**config.mk**
```make
export PLATFORM = sky130hd
export DESIGN_NAME = rx_da_filter
export DESIGN_NICKNAME = d
export VERILOG_FILES = /design/src/rtl/rx_da_pkg.sv /design/src/rtl/rx_da_regs.sv /design/src/rtl/rx_da_capture.sv /design/src/rtl/rx_da_decide.sv /design/src/rtl/rx_da_filter.sv
export SDC_FILE = /design/constraint.sdc
export NUM_CORES = 1
export LEC_CHECK = 0
export ABC_AREA = 1
export ABC_CLOCK_PERIOD_IN_PS = 2000
export CAP_MARGIN = 30
export CORE_MARGIN = 5
export CORE_UTILIZATION = 53
export CTS_CLUSTER_SIZE = 25
export DETAILED_ROUTE_END_ITERATION = 16
export PLACE_DENSITY = 0.81
export SYNTH_ARGS = -nofsm -noshare
export SYNTH_HDL_FRONTEND = slang
export SYNTH_SLANG_ARGS = --single-unit
```
**constraint.sdc**
```tcl
create_clock -name clk_i -period 2 [get_ports clk_i]
set_clock_uncertainty 0.1 [all_clocks]
set_input_delay 0.4 -clock clk_i [delete_from_list [all_inputs] [get_ports clk_i]]
set_output_delay 0.4 -clock clk_i [all_outputs]
set_load 0.05 [all_outputs]
```
**src/rtl/rx_da_pkg.sv**
```systemverilog
package rx_da_pkg;
  typedef enum logic [1:0] {
    CLS_UNI   = 2'd0,
    CLS_MULTI = 2'd1,
    CLS_BCAST = 2'd2
  } frame_class_e;

  localparam int MODE_W    = 5;
  localparam int MODE_EN   = 0;
  localparam int MODE_UNI  = 1;
  localparam int MODE_BC   = 2;
  localparam int MODE_MC   = 3;
  localparam int MODE_PROM = 4;
endpackage

```
**src/rtl/rx_da_regs.sv**
```systemverilog
module rx_da_regs #(
  parameter int REG_W  = 32,
  parameter int ADDR_W = 48
) (
  input  logic              clk_i,
  input  logic              rst_ni,
  input  logic              wr_i,
  input  logic              sel_i,
  input  logic [REG_W-1:0]  wdata_i,
  output logic [REG_W-1:0]  rdata_o,
  output logic [ADDR_W-1:0] station_o
);
  localparam int HI_W = ADDR_W - REG_W;
  localparam int NB   = ADDR_W / 8;

  logic [REG_W-1:0] lo_q;
  logic [HI_W-1:0]  hi_q;
  logic [ADDR_W-1:0] flat;

  always_ff @(posedge clk_i or negedge rst_ni) begin
    if (!rst_ni) begin
      lo_q <= '0;
      hi_q <= '0;
    end else if (wr_i) begin
      if (sel_i) hi_q <= wdata_i[HI_W-1:0];
      else       lo_q <= wdata_i;
    end
  end

  assign rdata_o = sel_i ? {{(REG_W-HI_W){1'b0}}, hi_q} : lo_q;

  // wire octet j sits at flat byte j: high word first, then low word, LSB first
  assign flat = {lo_q, hi_q};

  for (genvar j = 0; j < NB; j++) begin : g_oct
    assign station_o[ADDR_W-1-8*j -: 8] = flat[8*j +: 8];
  end
endmodule

```
**src/rtl/rx_da_capture.sv**
```systemverilog
module rx_da_capture #(
  parameter int ADDR_W = 48
) (
  input  logic              clk_i,
  input  logic              rst_ni,
  input  logic              sof_i,
  input  logic              vld_i,
  input  logic [7:0]        byte_i,
  output logic              last_o,
  output logic [ADDR_W-1:0] da_o
);
  localparam int NB = ADDR_W / 8;
  localparam int CW = $clog2(NB + 1);

  logic [CW-1:0]     cnt_q, cnt_eff;
  logic [ADDR_W-9:0] sh_q;
  logic              take;

  assign cnt_eff = sof_i ? '0 : cnt_q;
  assign take    = vld_i && (cnt_eff < CW'(NB));
  assign last_o  = vld_i && (cnt_eff == CW'(NB - 1));
  // full field presented in the same cycle as the last octet
  assign da_o    = {sh_q, byte_i};

  always_ff @(posedge clk_i or negedge rst_ni) begin
    if (!rst_ni) begin
      cnt_q <= CW'(NB);  // idle until first start marker
      sh_q  <= '0;
    end else if (take) begin
      cnt_q <= cnt_eff + 1'b1;
      sh_q  <= {sh_q[ADDR_W-17:0], byte_i};
    end else if (sof_i) begin
      cnt_q <= '0;
    end
  end
endmodule

```
**src/rtl/rx_da_decide.sv**
```systemverilog
module rx_da_decide
  import rx_da_pkg::*;
#(
  parameter int ADDR_W = 48
) (
  input  logic              clk_i,
  input  logic              rst_ni,
  input  logic              last_i,
  input  logic [ADDR_W-1:0] da_i,
  input  logic [ADDR_W-1:0] station_i,
  input  logic [MODE_W-1:0] mode_i,
  output logic              accept_o,
  output logic              reject_o,
  output frame_class_e      class_o
);
  logic         is_bc, is_mc, is_uc, hit;
  frame_class_e cls;

  always_comb begin
    is_bc = &da_i;
    is_mc = da_i[ADDR_W-8] && !is_bc;  // group bit of first octet
    is_uc = !is_bc && !is_mc;
    cls   = is_bc ? CLS_BCAST : (is_mc ? CLS_MULTI : CLS_UNI);
    hit   = mode_i[MODE_EN] &&
            (mode_i[MODE_PROM] ||
             (is_bc && mode_i[MODE_BC]) ||
             (is_mc && mode_i[MODE_MC]) ||
             (is_uc && mode_i[MODE_UNI] && (da_i == station_i)));
  end

  always_ff @(posedge clk_i or negedge rst_ni) begin
    if (!rst_ni) begin
      accept_o <= 1'b0;
      reject_o <= 1'b0;
      class_o  <= CLS_UNI;
    end else begin
      accept_o <= last_i && hit;
      reject_o <= last_i && !hit;
      if (last_i) class_o <= cls;
    end
  end
endmodule

```
**src/rtl/rx_da_filter.sv**
```systemverilog
module rx_da_filter
  import rx_da_pkg::*;
#(
  parameter int REG_W  = 32,
  parameter int ADDR_W = 48
) (
  input  logic              clk_i,
  input  logic              rst_ni,
  input  logic              reg_wr_i,
  input  logic              reg_sel_i,
  input  logic [REG_W-1:0]  reg_wdata_i,
  output logic [REG_W-1:0]  reg_rdata_o,
  input  logic [MODE_W-1:0] mode_i,
  input  logic              sof_i,
  input  logic              byte_vld_i,
  input  logic [7:0]        byte_i,
  output logic              accept_o,
  output logic              reject_o,
  output logic [1:0]        class_o
);
  logic [ADDR_W-1:0] station;
  logic [ADDR_W-1:0] da;
  logic              da_last;
  frame_class_e      cls;

  rx_da_regs #(.REG_W(REG_W), .ADDR_W(ADDR_W)) u_regs (
    .clk_i    (clk_i),
    .rst_ni   (rst_ni),
    .wr_i     (reg_wr_i),
    .sel_i    (reg_sel_i),
    .wdata_i  (reg_wdata_i),
    .rdata_o  (reg_rdata_o),
    .station_o(station)
  );

  rx_da_capture #(.ADDR_W(ADDR_W)) u_cap (
    .clk_i (clk_i),
    .rst_ni(rst_ni),
    .sof_i (sof_i),
    .vld_i (byte_vld_i),
    .byte_i(byte_i),
    .last_o(da_last),
    .da_o  (da)
  );

  rx_da_decide #(.ADDR_W(ADDR_W)) u_dec (
    .clk_i    (clk_i),
    .rst_ni   (rst_ni),
    .last_i   (da_last),
    .da_i     (da),
    .station_i(station),
    .mode_i   (mode_i),
    .accept_o (accept_o),
    .reject_o (reject_o),
    .class_o  (cls)
  );

  assign class_o = cls;
endmodule

```
==> metrics.yaml, run 1 <==
run_status:
  status: "completed"
critical_path:
  startpoint_type: "primary input"
  slowest_delay_ps: 290
  cp_max_fo: 7
  worstPathCellList: "dlygate4sd2_1 -> inv_1 -> buf_4 -> nand2_1 -> nand2_1 -> buf_4"
  endpoint_kind: "primary output"
  slowest_stage: "dlygate4sd2_1"
  cp.required_ps: 1500
  path_class: "primary input to primary output"
  crit_arrival_ps: 1360
sta:
  max_freq_ghz: 0.538
  worst_pin_slew_ps: 503
  finalHoldViolCount: 0
  grt_setup_unrepaired: "no"
  fin_crit_sh_pct: 93.0
  setup_viol: 0
  slew_violations: 0
  slew_headroom_pct: 66.4
  min_period_ps: 1860
synth:
  ys_ff_latch: 95
  avgSynthCellArea_um2: 7.45
  synth_top_area_share_pct: 49.1
  synth_nets: 689
  netlist_area_mm2: 0.00474
  netlist_instances: 636
  synth_top_cell_by_area: "dfrtp_1"
  yosysWarnings: 0
  yosys-top-cells-area: "dfrtp_1, nand2_1, o21ai_0"
  netlist-cell-type-count: 24
  ys_seq_area_share_pct: 50.2
grt:
  grt_max_degree: 51
  grt_usage_pct: 24.8
  antenna_found_initial: 0
  overflow: 0
  grt_pass1_wl_um: 21900
  grt_pass1_vias: 4411
drt:
  avgViaCountPerCell: 5.26
  drc_errors: 0
  antenna_left: 0
  first_iter_violations: 357
  wl_um: 13200
  dr.pass1.iters: 6
  wl_per_cell_um: 15.7
  vias: 4425
clock_tree:
  cts_root_buf: "clkbuf_8"
  insertion_delay_ps: 370
  clock_sinks: 95
  clk_pin_slew_worst_paths_ps: 90
  cts_tree: "built"
  post_cts_buffers: 0
  cts_buffer_depth: 2
  cts_buffers: 9
  ctsHtreeMaxLevel: 3
floorplan:
  floorplan.initialDensity_pct: 54.4
  core-area_mm2: 0.00872
  die_w_um: 105
  dieArea_mm2: 0.0109
  die_h_um: 105
  row_count: 34
  ios: 87
finish:
  instances_no_fill: 842
  num-nets-final: 782
  finalInstanceArea_mm2: 0.00626
  final_layout_size_suffix_gt1_share_pct: 11.6
  area.growth.synth_to_final_pct: 32.1
  diodes: 0
pwr:
  switching_share_pct: 35.8
  intPower_mw: 3.25
  clockPowerShare_pct: 22.3
  p_leak_nw: 3.07
  irDropWorstVdd_mv: 0.455
  p_comb_share_pct: 29.6
  net-switching-power_mw: 1.81
  p_seq_share_pct: 48.1
  power_density_mw_per_mm2: 807
place:
  globalplace.congestion: 0.955
  placed_cell_area_mm2: 0.00609
  hpwl_um: 10300
  post-place-cells: 825
  port_buffers: 86
min_path:
  worstHoldPathType: "flip-flop to flip-flop"
job:
  drv_cap: 0
==> layout by cell type (no fill, tap or decap), drive strengths merged, types with 4 or more instances in the layout <==
cell           synthesis  layout
a21oi                 27      27
buf                    7      52
clkbuf                15      11
clkdlybuf4s50          0      48
dfrtp                 93      93
inv                   85      86
nand2                190     190
nand3                  4       4
nor2                  92      92
o21ai                 95      95
xnor2                 10      10
xor2                   7       7
==> worst max-delay path, delay by kind of cell <==
| family | cells | cell delay (ps) |
|---|---|---|
| AND/OR/NAND/NOR | 2 | 140 |
| buffers and inverters | 4 | 820 |
==> stage by stage <==
stage / util (%) / setup WS (ps) / total power, mW / TNS (ps) / hold WS [ps]
floorplan: - / -231 / 3.21 / -462 / 4.41
global placement: 69.8 / -21.6 / 3.90 / -130 / 299
detailed placement: 69.8 / -99.7 / 3.94 / -904 / 298
CTS: 71.8 / 9.03 / 5.06 / 0 / 398
global route: 71.8 / 56.9 / 5.30 / 0 / 434
finish: 71.8 / 140 / 5.05 / 0 / 400
==> power by group through the flow <==
stage                     combinational, mW  clock, mW  sequential, mW
final                                  1.49       1.13            2.43
after global routing                   1.64       1.21            2.45
after detailed placement               1.49          0            2.45
after global placement                 1.45          0            2.45
after CTS                              1.50       1.14            2.42
after floorplan                       0.854          0            2.36
==> cell type report <==
type | instances | area, µm²
repair buffers | 104 | 1310
clock inverters | 5 | 33.8
multi-input cells | 434 | 1950
inverters | 85 | 319
fillers | 679 | 2460
clock buffers | 11 | 131
flip-flops and latches | 95 | 2380
well taps | 108 | 135
==> state kept, by name (all words and copies together) (netlist names) <==
register	cells
u_dec.reject_o	1
u_regs.lo_q	32
u_dec.accept_o	1
u_cap.cnt_q	3
u_dec.class_o	2
u_regs.hi_q	16
u_cap.sh_q	40
==> what timing repair did <==
item,4_1_cts,5_1_grt
setup endpoints to repair,17,1
endpoints found under the hold margin,31,0
gates cloned,0,0
resized for setup,2,1
hold buffers,1,0
==> path summary, 6_finish.rpt <==
| path | from | cells after the start | end | slack [ps] |
|---|---|---|---|---|
| min reg2reg | u_regs.hi_q[5]$_DFFE_PN0P_ | 2 | u_regs.hi_q[5]$_DFFE_PN0P_ | 400 |
| max | reg_sel_i | 6 | reg_rdata_o[10] | 140 |
| max in group asynchronous | rst_ni | 3 | u_regs.lo_q[5]$_DFFE_PN0P_ | 750 |
| min in group asynchronous | rst_ni | 2 | u_cap.sh_q[25]$_DFFE_PN0P_ | 420 |
| max reg2reg | u_cap.sh_q[26]$_DFFE_PN0P_ | 10 | u_dec.accept_o$_DFF_PN0_ | 360 |
| min | u_regs.hi_q[5]$_DFFE_PN0P_ | 2 | u_regs.hi_q[5]$_DFFE_PN0P_ | 400 |
==> logic make-up after synthesis <==
kind of cell / after synthesis / share of synthesized area (%)
AND/OR/NAND/NOR: 289 / 23.5
AO/OA/AOI/OAI: 124 / 13.5
buffers and inverters: 107 / 8.66
flip-flops: 95 / 50.2
XOR/XNOR: 17 / 3.14
multiplexers: 2 / 0.475
adder cells (fa/ha/maj): 2 / 0.528
==> synth_stat cells, drive strengths merged <==
| master | n |
|---|---|
| mux2 | 2 |
| a21oi | 27 |
| xor2 | 7 |
| dfstp | 2 |
| inv | 85 |
| dfrtp | 93 |
| nor3 | 1 |
| nor2 | 92 |
| nand3 | 4 |
| nand4 | 2 |
| ha | 2 |
| xnor2 | 10 |
| nand2 | 190 |
| clkbuf | 15 |
| o21ai | 95 |
| buf | 7 |
| o22ai | 2 |
==> routing by layer <==
metal  GRT usage, %  wire (µm)  up-vias
met3           5.49       1160       33
met5              0          0        -
met1           34.3       5570     2043
li1               -          -     2147
met2           37.9       6110      202
met4           10.5        403        0
Note: power is estimated with default switching activity, not from simulation.
==> inputs of run 2 (changes only) <==
--- a/config.mk
+++ b/config.mk
@@ -7,9 +7,10 @@
 export LEC_CHECK = 0
 export ABC_AREA = 1
 export ABC_CLOCK_PERIOD_IN_PS = 2000
-export CAP_MARGIN = 30
+export CAP_MARGIN = 40
 export CORE_MARGIN = 5
 export CORE_UTILIZATION = 53
+export CTS_BUF_LIST = sky130_fd_sc_hd__clkbuf_16
 export CTS_CLUSTER_SIZE = 25
 export DETAILED_ROUTE_END_ITERATION = 16
 export PLACE_DENSITY = 0.81
==> run 2 against run 1 <==
- die area unchanged
- largest cell class unchanged
- utilization rose by 1.1 points
- critical path depth is 5 lower
- clock-buffer cell count down 2
- wire length up 2.5%
- first-iteration DRC count rose by 22%
- hold slack got worse by 7.7 ps
- global-route usage is 0.47 points higher
- power up 8.6%
- design area is 1.6% higher
==> metrics.yaml, run 2 (synthesis results as in run 1) <==
clock_tree:
  clock_sinks: 95
  cts_root_buf: "clkbuf_16"
  post_cts_buffers: 0
  cts_buffer_depth: 2
  insertion_delay_ps: 340
  ctsHtreeMaxLevel: 3
  cts_buffers: 9
  cts_tree: "built"
  clk_pin_slew_worst_paths_ps: 60
pwr:
  irDropWorstVdd_mv: 0.480
  clockPowerShare_pct: 28.3
  switching_share_pct: 33.9
  power_mw: 5.49
  net-switching-power_mw: 1.86
  power_density_mw_per_mm2: 862
  p_comb_share_pct: 27.4
  p_seq_share_pct: 44.4
  p_leak_nw: 3.10
  intPower_mw: 3.63
critical_path:
  r2r_start: "u_cap.sh_q[26]$_DFFE_PN0P_"
  timing.rr.end: "u_dec.accept_o$_DFF_PN0_"
  r2r_slack_ps: 390
  slowest_stage: "clkdlybuf4s50_1"
  path_class: "flip-flop to primary output"
  r2r_cells: 10
  cp.required_ps: 1500
  crit_arrival_ps: 1460
  path_buf_inv: 1
  worstPathCellList: "clkdlybuf4s50_1"
  cp_max_fo: 1
  crit_family: "buffers and inverters"
  endpoint_kind: "primary output"
  startpoint_type: "flip-flop"
  slowest_delay_ps: 790
min_path:
  hold-path-endpoint: "u_regs.hi_q[5]$_DFFE_PN0P_"
  hold_start: "u_regs.hi_q[5]$_DFFE_PN0P_"
  hold_path_depth: 2
  worstHoldPathType: "flip-flop to flip-flop"
place:
  placed_cell_area_mm2: 0.00609
  port_buffers: 86
  hpwl_um: 10300
  post-place-ws_ps: -99.7
  globalplace.congestion: 0.955
drt:
  drc_errors: 0
  antenna_left: 0
  dr.pass1.iters: 5
  first_iter_violations: 434
  vias: 4487
  avgViaCountPerCell: 5.33
  wl_per_cell_um: 16.1
  wl_um: 13600
sta:
  max_freq_ghz: 0.511
  slew_violations: 0
  worst_pin_slew_ps: 497
  min_period_ps: 1960
  finalWorstSetupSlack_ps: 43.1
  whs_ps: 393
  grt_setup_unrepaired: "no"
  finalHoldViolCount: 0
  slew_headroom_pct: 66.9
  fin_crit_sh_pct: 97.8
  setup_viol: 0
grt:
  grt_use_met1_pct: 34.5
  grt_pass1_vias: 4460
  use_met3_pct: 5.86
  overflow: 0
  use_met2_pct: 39.2
  grt_usage_pct: 25.3
  grt_pass1_wl_um: 22200
  busiest_layer: "met2"
  antenna_found_initial: 0
  grt_max_degree: 51
finish:
  final_cell_mix: "nand2_1, dfrtp_1, nor2_1"
  diodes: 0
  largest_register_ffs: 40
  final_common_cell: "nand2_1"
  num-nets-final: 782
  area.growth.synth_to_final_pct: 34.2
  top_regs: "u_cap.sh_q: 40 flops, u_regs.lo_q: 32 flops, u_regs.hi_q: 16 flops"
  fin_util_pct: 73.0
  finalInstanceArea_mm2: 0.00636
  regMostFlops: "u_cap.sh_q"
  final_layout_size_suffix_gt1_share_pct: 11.6
floorplan:
  die_w_um: 105
  die_h_um: 105
  row_count: 34
  ios: 87
  floorplan.initialDensity_pct: 54.4
  core-area_mm2: 0.00872
  dieArea_mm2: 0.0109
run_status:
  status: "completed"
job:
  drv_cap: 0
## run 2: changes by cell type in the layout (fill, tap and decap cells not counted)
cell and change:
clkbuf_16 +9, clkbuf_8 -9, clkbuf_1 -2, clkdlybuf4s50_1 +2
inv_1 +2, dlygate4sd2_1 -1, dlymetal6s2s_1 -1
## run 2: layout make-up
| class | count | area [µm²] |
|---|---|---|
| flip-flops and latches | 95 | 2380 |
| repair buffers | 104 | 1310 |
| clock inverters | 7 | 41.3 |
| multi-input cells | 434 | 1950 |
| inverters | 85 | 319 |
| well taps | 108 | 135 |
| clock buffers | 9 | 225 |
| fillers | 657 | 2360 |
## run 2: worst max-delay path by stage
stage / from / to / slack [ps] / depth (start not counted)
final: u_dec.reject_o$_DFF_PN0_ / reject_o / 40 / 1
after floorplan: reg_sel_i / reg_rdata_o[13] / -230 / 3
after global routing: u_dec.reject_o$_DFF_PN0_ / reject_o / 9 / 1
after CTS: u_dec.reject_o$_DFF_PN0_ / reject_o / 20 / 1
after detailed placement: reg_sel_i / reg_rdata_o[10] / -100 / 6
after global placement: reg_sel_i / reg_rdata_o[9] / -20 / 5
## run 2: stage by stage
step	TNS, ps	instances
global placement	-130	825
floorplan	-462	636
finish	0	842
global route	0	842
detailed placement	-904	825
CTS	0	842
## run 2: power groups by stage
stage / Combinational (mW) / Clock [mW] / Sequential, mW
2_1_floorplan: 0.854 / 0 / 2.36
3_3_place_gp: 1.45 / 0 / 2.45
3_5_place_dp: 1.49 / 0 / 2.45
4_1_cts: 1.50 / 1.57 / 2.42
5_1_grt: 1.65 / 1.64 / 2.46
6_report: 1.50 / 1.55 / 2.44
## run 2: timing repair
item                                    4_1_cts  5_1_grt
gates resized for setup                       1        0
hold endpoints to repair                     31        0
endpoints found under the setup margin       16        0
hold buffers                                  1        0
## run 2: metal layers
metal	vias to the layer above	part of all wire, %
met2	204	46
met1	2102	42
met5	-	0
met4	0	3.1
li1	2146	-
met3	35	8.2
==> inputs of run 3 (changes only) <==
--- a/config.mk
+++ b/config.mk
@@ -9,11 +9,12 @@
 export ABC_CLOCK_PERIOD_IN_PS = 2000
 export CAP_MARGIN = 40
 export CORE_MARGIN = 5
-export CORE_UTILIZATION = 53
+export CORE_UTILIZATION = 63
 export CTS_BUF_LIST = sky130_fd_sc_hd__clkbuf_16
 export CTS_CLUSTER_SIZE = 25
 export DETAILED_ROUTE_END_ITERATION = 16
-export PLACE_DENSITY = 0.81
+export DONT_BUFFER_PORTS = 1
+export PLACE_DENSITY = 0.79
 export SYNTH_ARGS = -nofsm -noshare
 export SYNTH_HDL_FRONTEND = slang
 export SYNTH_SLANG_ARGS = --single-unit
==> run 3 against run 2 <==
- final cell count fell by 9.9%
- critical endpoint is now reg_rdata_o[6]
- global-route usage up 1.3 points
- sequential cell count stayed put
- utilization is 0.23 points higher
- clock power is 14% higher
- power down 3.7%
- wire length down 9.6%
- non-clock buffer count shrank 73
- the run now ends with hold timing left
- largest power group unchanged
- via count shrank 7.9%
==> metrics.yaml, run 3 (synthesis results as in run 1) <==
run_status:
  status: "finished, violations left"
  violations: "hold timing"
sta:
  slew_violations: 0
  min_period_ps: 1780
  max_freq_ghz: 0.562
  grt_setup_unrepaired: "no"
  whs_ps: -342
  finalWorstSetupSlack_ps: 222
  setup_viol: 0
  worst_pin_slew_ps: 482
  finalHoldViolCount: 95
  fin_crit_sh_pct: 88.9
  slew_headroom_pct: 67.8
clock_tree:
  ctsHtreeMaxLevel: 3
  post_cts_buffers: 0
  cts_tree: "built"
  clk_pin_slew_worst_paths_ps: 60
  insertion_delay_ps: 330
  clock_sinks: 95
  cts_root_buf: "clkbuf_16"
  cts_buffer_depth: 2
  cts_buffers: 9
  cts_resized: 0
critical_path:
  r2r_slack_ps: 270
  path_buf_inv: 0
  cp.required_ps: 1500
  crit_family: "flip-flops"
  r2r_start: "u_cap.sh_q[11]$_DFFE_PN0P_"
  path_class: "flip-flop to primary output"
  crit_top_cell: "nand2_1"
  worstPathCellList: "nand2_1 -> nand2_1"
  slowest_delay_ps: 500
  endpoint_kind: "primary output"
  cp_max_fo: 4
  crit_arrival_ps: 1280
  slowest_stage: "dfrtp_1"
  r2r_cells: 12
  startpoint_type: "flip-flop"
  timing.rr.end: "u_dec.accept_o$_DFF_PN0_"
job:
  drv_cap: 0
finish:
  regMostFlops: "u_cap.sh_q"
  num-nets-final: 709
  final_cell_mix: "nand2_1, dfrtp_1, nor2_1"
  fillers: 584
  finalInstanceArea_mm2: 0.00534
  instances_no_fill: 759
  final_common_cell: "nand2_1"
  area.growth.synth_to_final_pct: 12.6
  fin_util_pct: 73.2
  diodes: 0
  final_layout_size_suffix_gt1_share_pct: 9.39
  largest_register_ffs: 40
  top_regs: "u_cap.sh_q: 40 flops, u_regs.lo_q: 32 flops, u_regs.hi_q: 16 flops"
floorplan:
  dieArea_mm2: 0.00936
  row_count: 31
  die_w_um: 96.7
  floorplan.initialDensity_pct: 65.0
  core-area_mm2: 0.00729
  ios: 87
  die_h_um: 96.7
pwr:
  power_density_mw_per_mm2: 990
  p_leak_nw: 2.69
  irDropWorstVdd_mv: 0.505
place:
  placed_cell_area_mm2: 0.00503
  post-place-ws_ps: 379
  globalplace.congestion: 0.884
  hpwl_um: 9070
  port_buffers: 0
  post-place-cells: 744
drt:
  antenna_left: 0
  avgViaCountPerCell: 5.44
  top_signal_layer_used: "met4"
  wl_per_cell_um: 16.2
  dr_wl_met2_um: 5760
  wl_met3_um: 992
  drc_errors: 0
  first_iter_violations: 335
  wl_met1_um: 5200
  wl_um: 12300
  vias: 4132
  dr.pass1.iters: 6
grt:
  grt_pass1_wl_um: 20100
  antenna_found_initial: 0
  overflow: 0
  grt_pass1_vias: 4020
  grt_max_degree: 96
  grt_usage_pct: 26.6
min_path:
  worstHoldPathType: "primary input to async pin"
## run 3: final cells by class
class	count	area [µm²]	area share [%]
flip-flops and latches	95	2380	44.6
multi-input cells	434	1950	36.6
inverters	85	319	5.98
repair buffers	31	258	4.83
clock buffers	9	225	4.22
well taps	99	124	2.32
clock inverters	6	78.8	1.48
## run 3: worst reg2reg max path, stage by stage (launching register included)
cell     delay (ps)
dfrtp_1         390
inv_1           110
nand2_1         100
o21ai_0         100
nor2_1          120
nand2_1          60
nor2_1          170
nand2_1          80
nor2_1           90
nand2_1          70
nand2_2         100
nand2_1          50
nor2_1          110
## run 3: power by group
group          switching, mW  total (mW)  leakage, nW  internal, mW
logic                  0.731        1.09         1.39         0.359
registers              0.277        2.44         1.14          2.16
clock network          0.680        1.76        0.152          1.07
## run 3: worst max path at each step
stage | from | to | slack (ps) | cells past startpoint
2_1_floorplan | reg_sel_i | reg_rdata_o[13] | -230 | 3
5_1_grt | u_cap.sh_q[15]$_DFFE_PN0P_ | u_dec.accept_o$_DFF_PN0_ | 120 | 12
3_5_place_dp | u_cap.sh_q[23]$_DFFE_PN0P_ | u_dec.accept_o$_DFF_PN0_ | 380 | 11
3_3_place_gp | u_cap.sh_q[15]$_DFFE_PN0P_ | u_dec.accept_o$_DFF_PN0_ | 440 | 12
4_1_cts | u_regs.lo_q[6]$_DFFE_PN0P_ | reg_rdata_o[6] | 240 | 2
6_report | u_regs.lo_q[6]$_DFFE_PN0P_ | reg_rdata_o[6] | 220 | 2
## run 3: through the flow
step,TNS [ps],total power [mW],hold slack [ps]
after CTS,0,5.28,-346
final,0,5.28,-342
after global placement,0,3.50,7.50
after detailed placement,0,3.53,7.76
after floorplan,-462,3.21,4.41
after global routing,0,5.52,-351
## run 3: per-layer routing
layer | vias up | GRT usage, %
li1 | 2001 | -
met1 | 1938 | 36.7
met2 | 173 | 41.0
met3 | 20 | 5.90
met4 | 0 | 10.4
met5 | - | 0
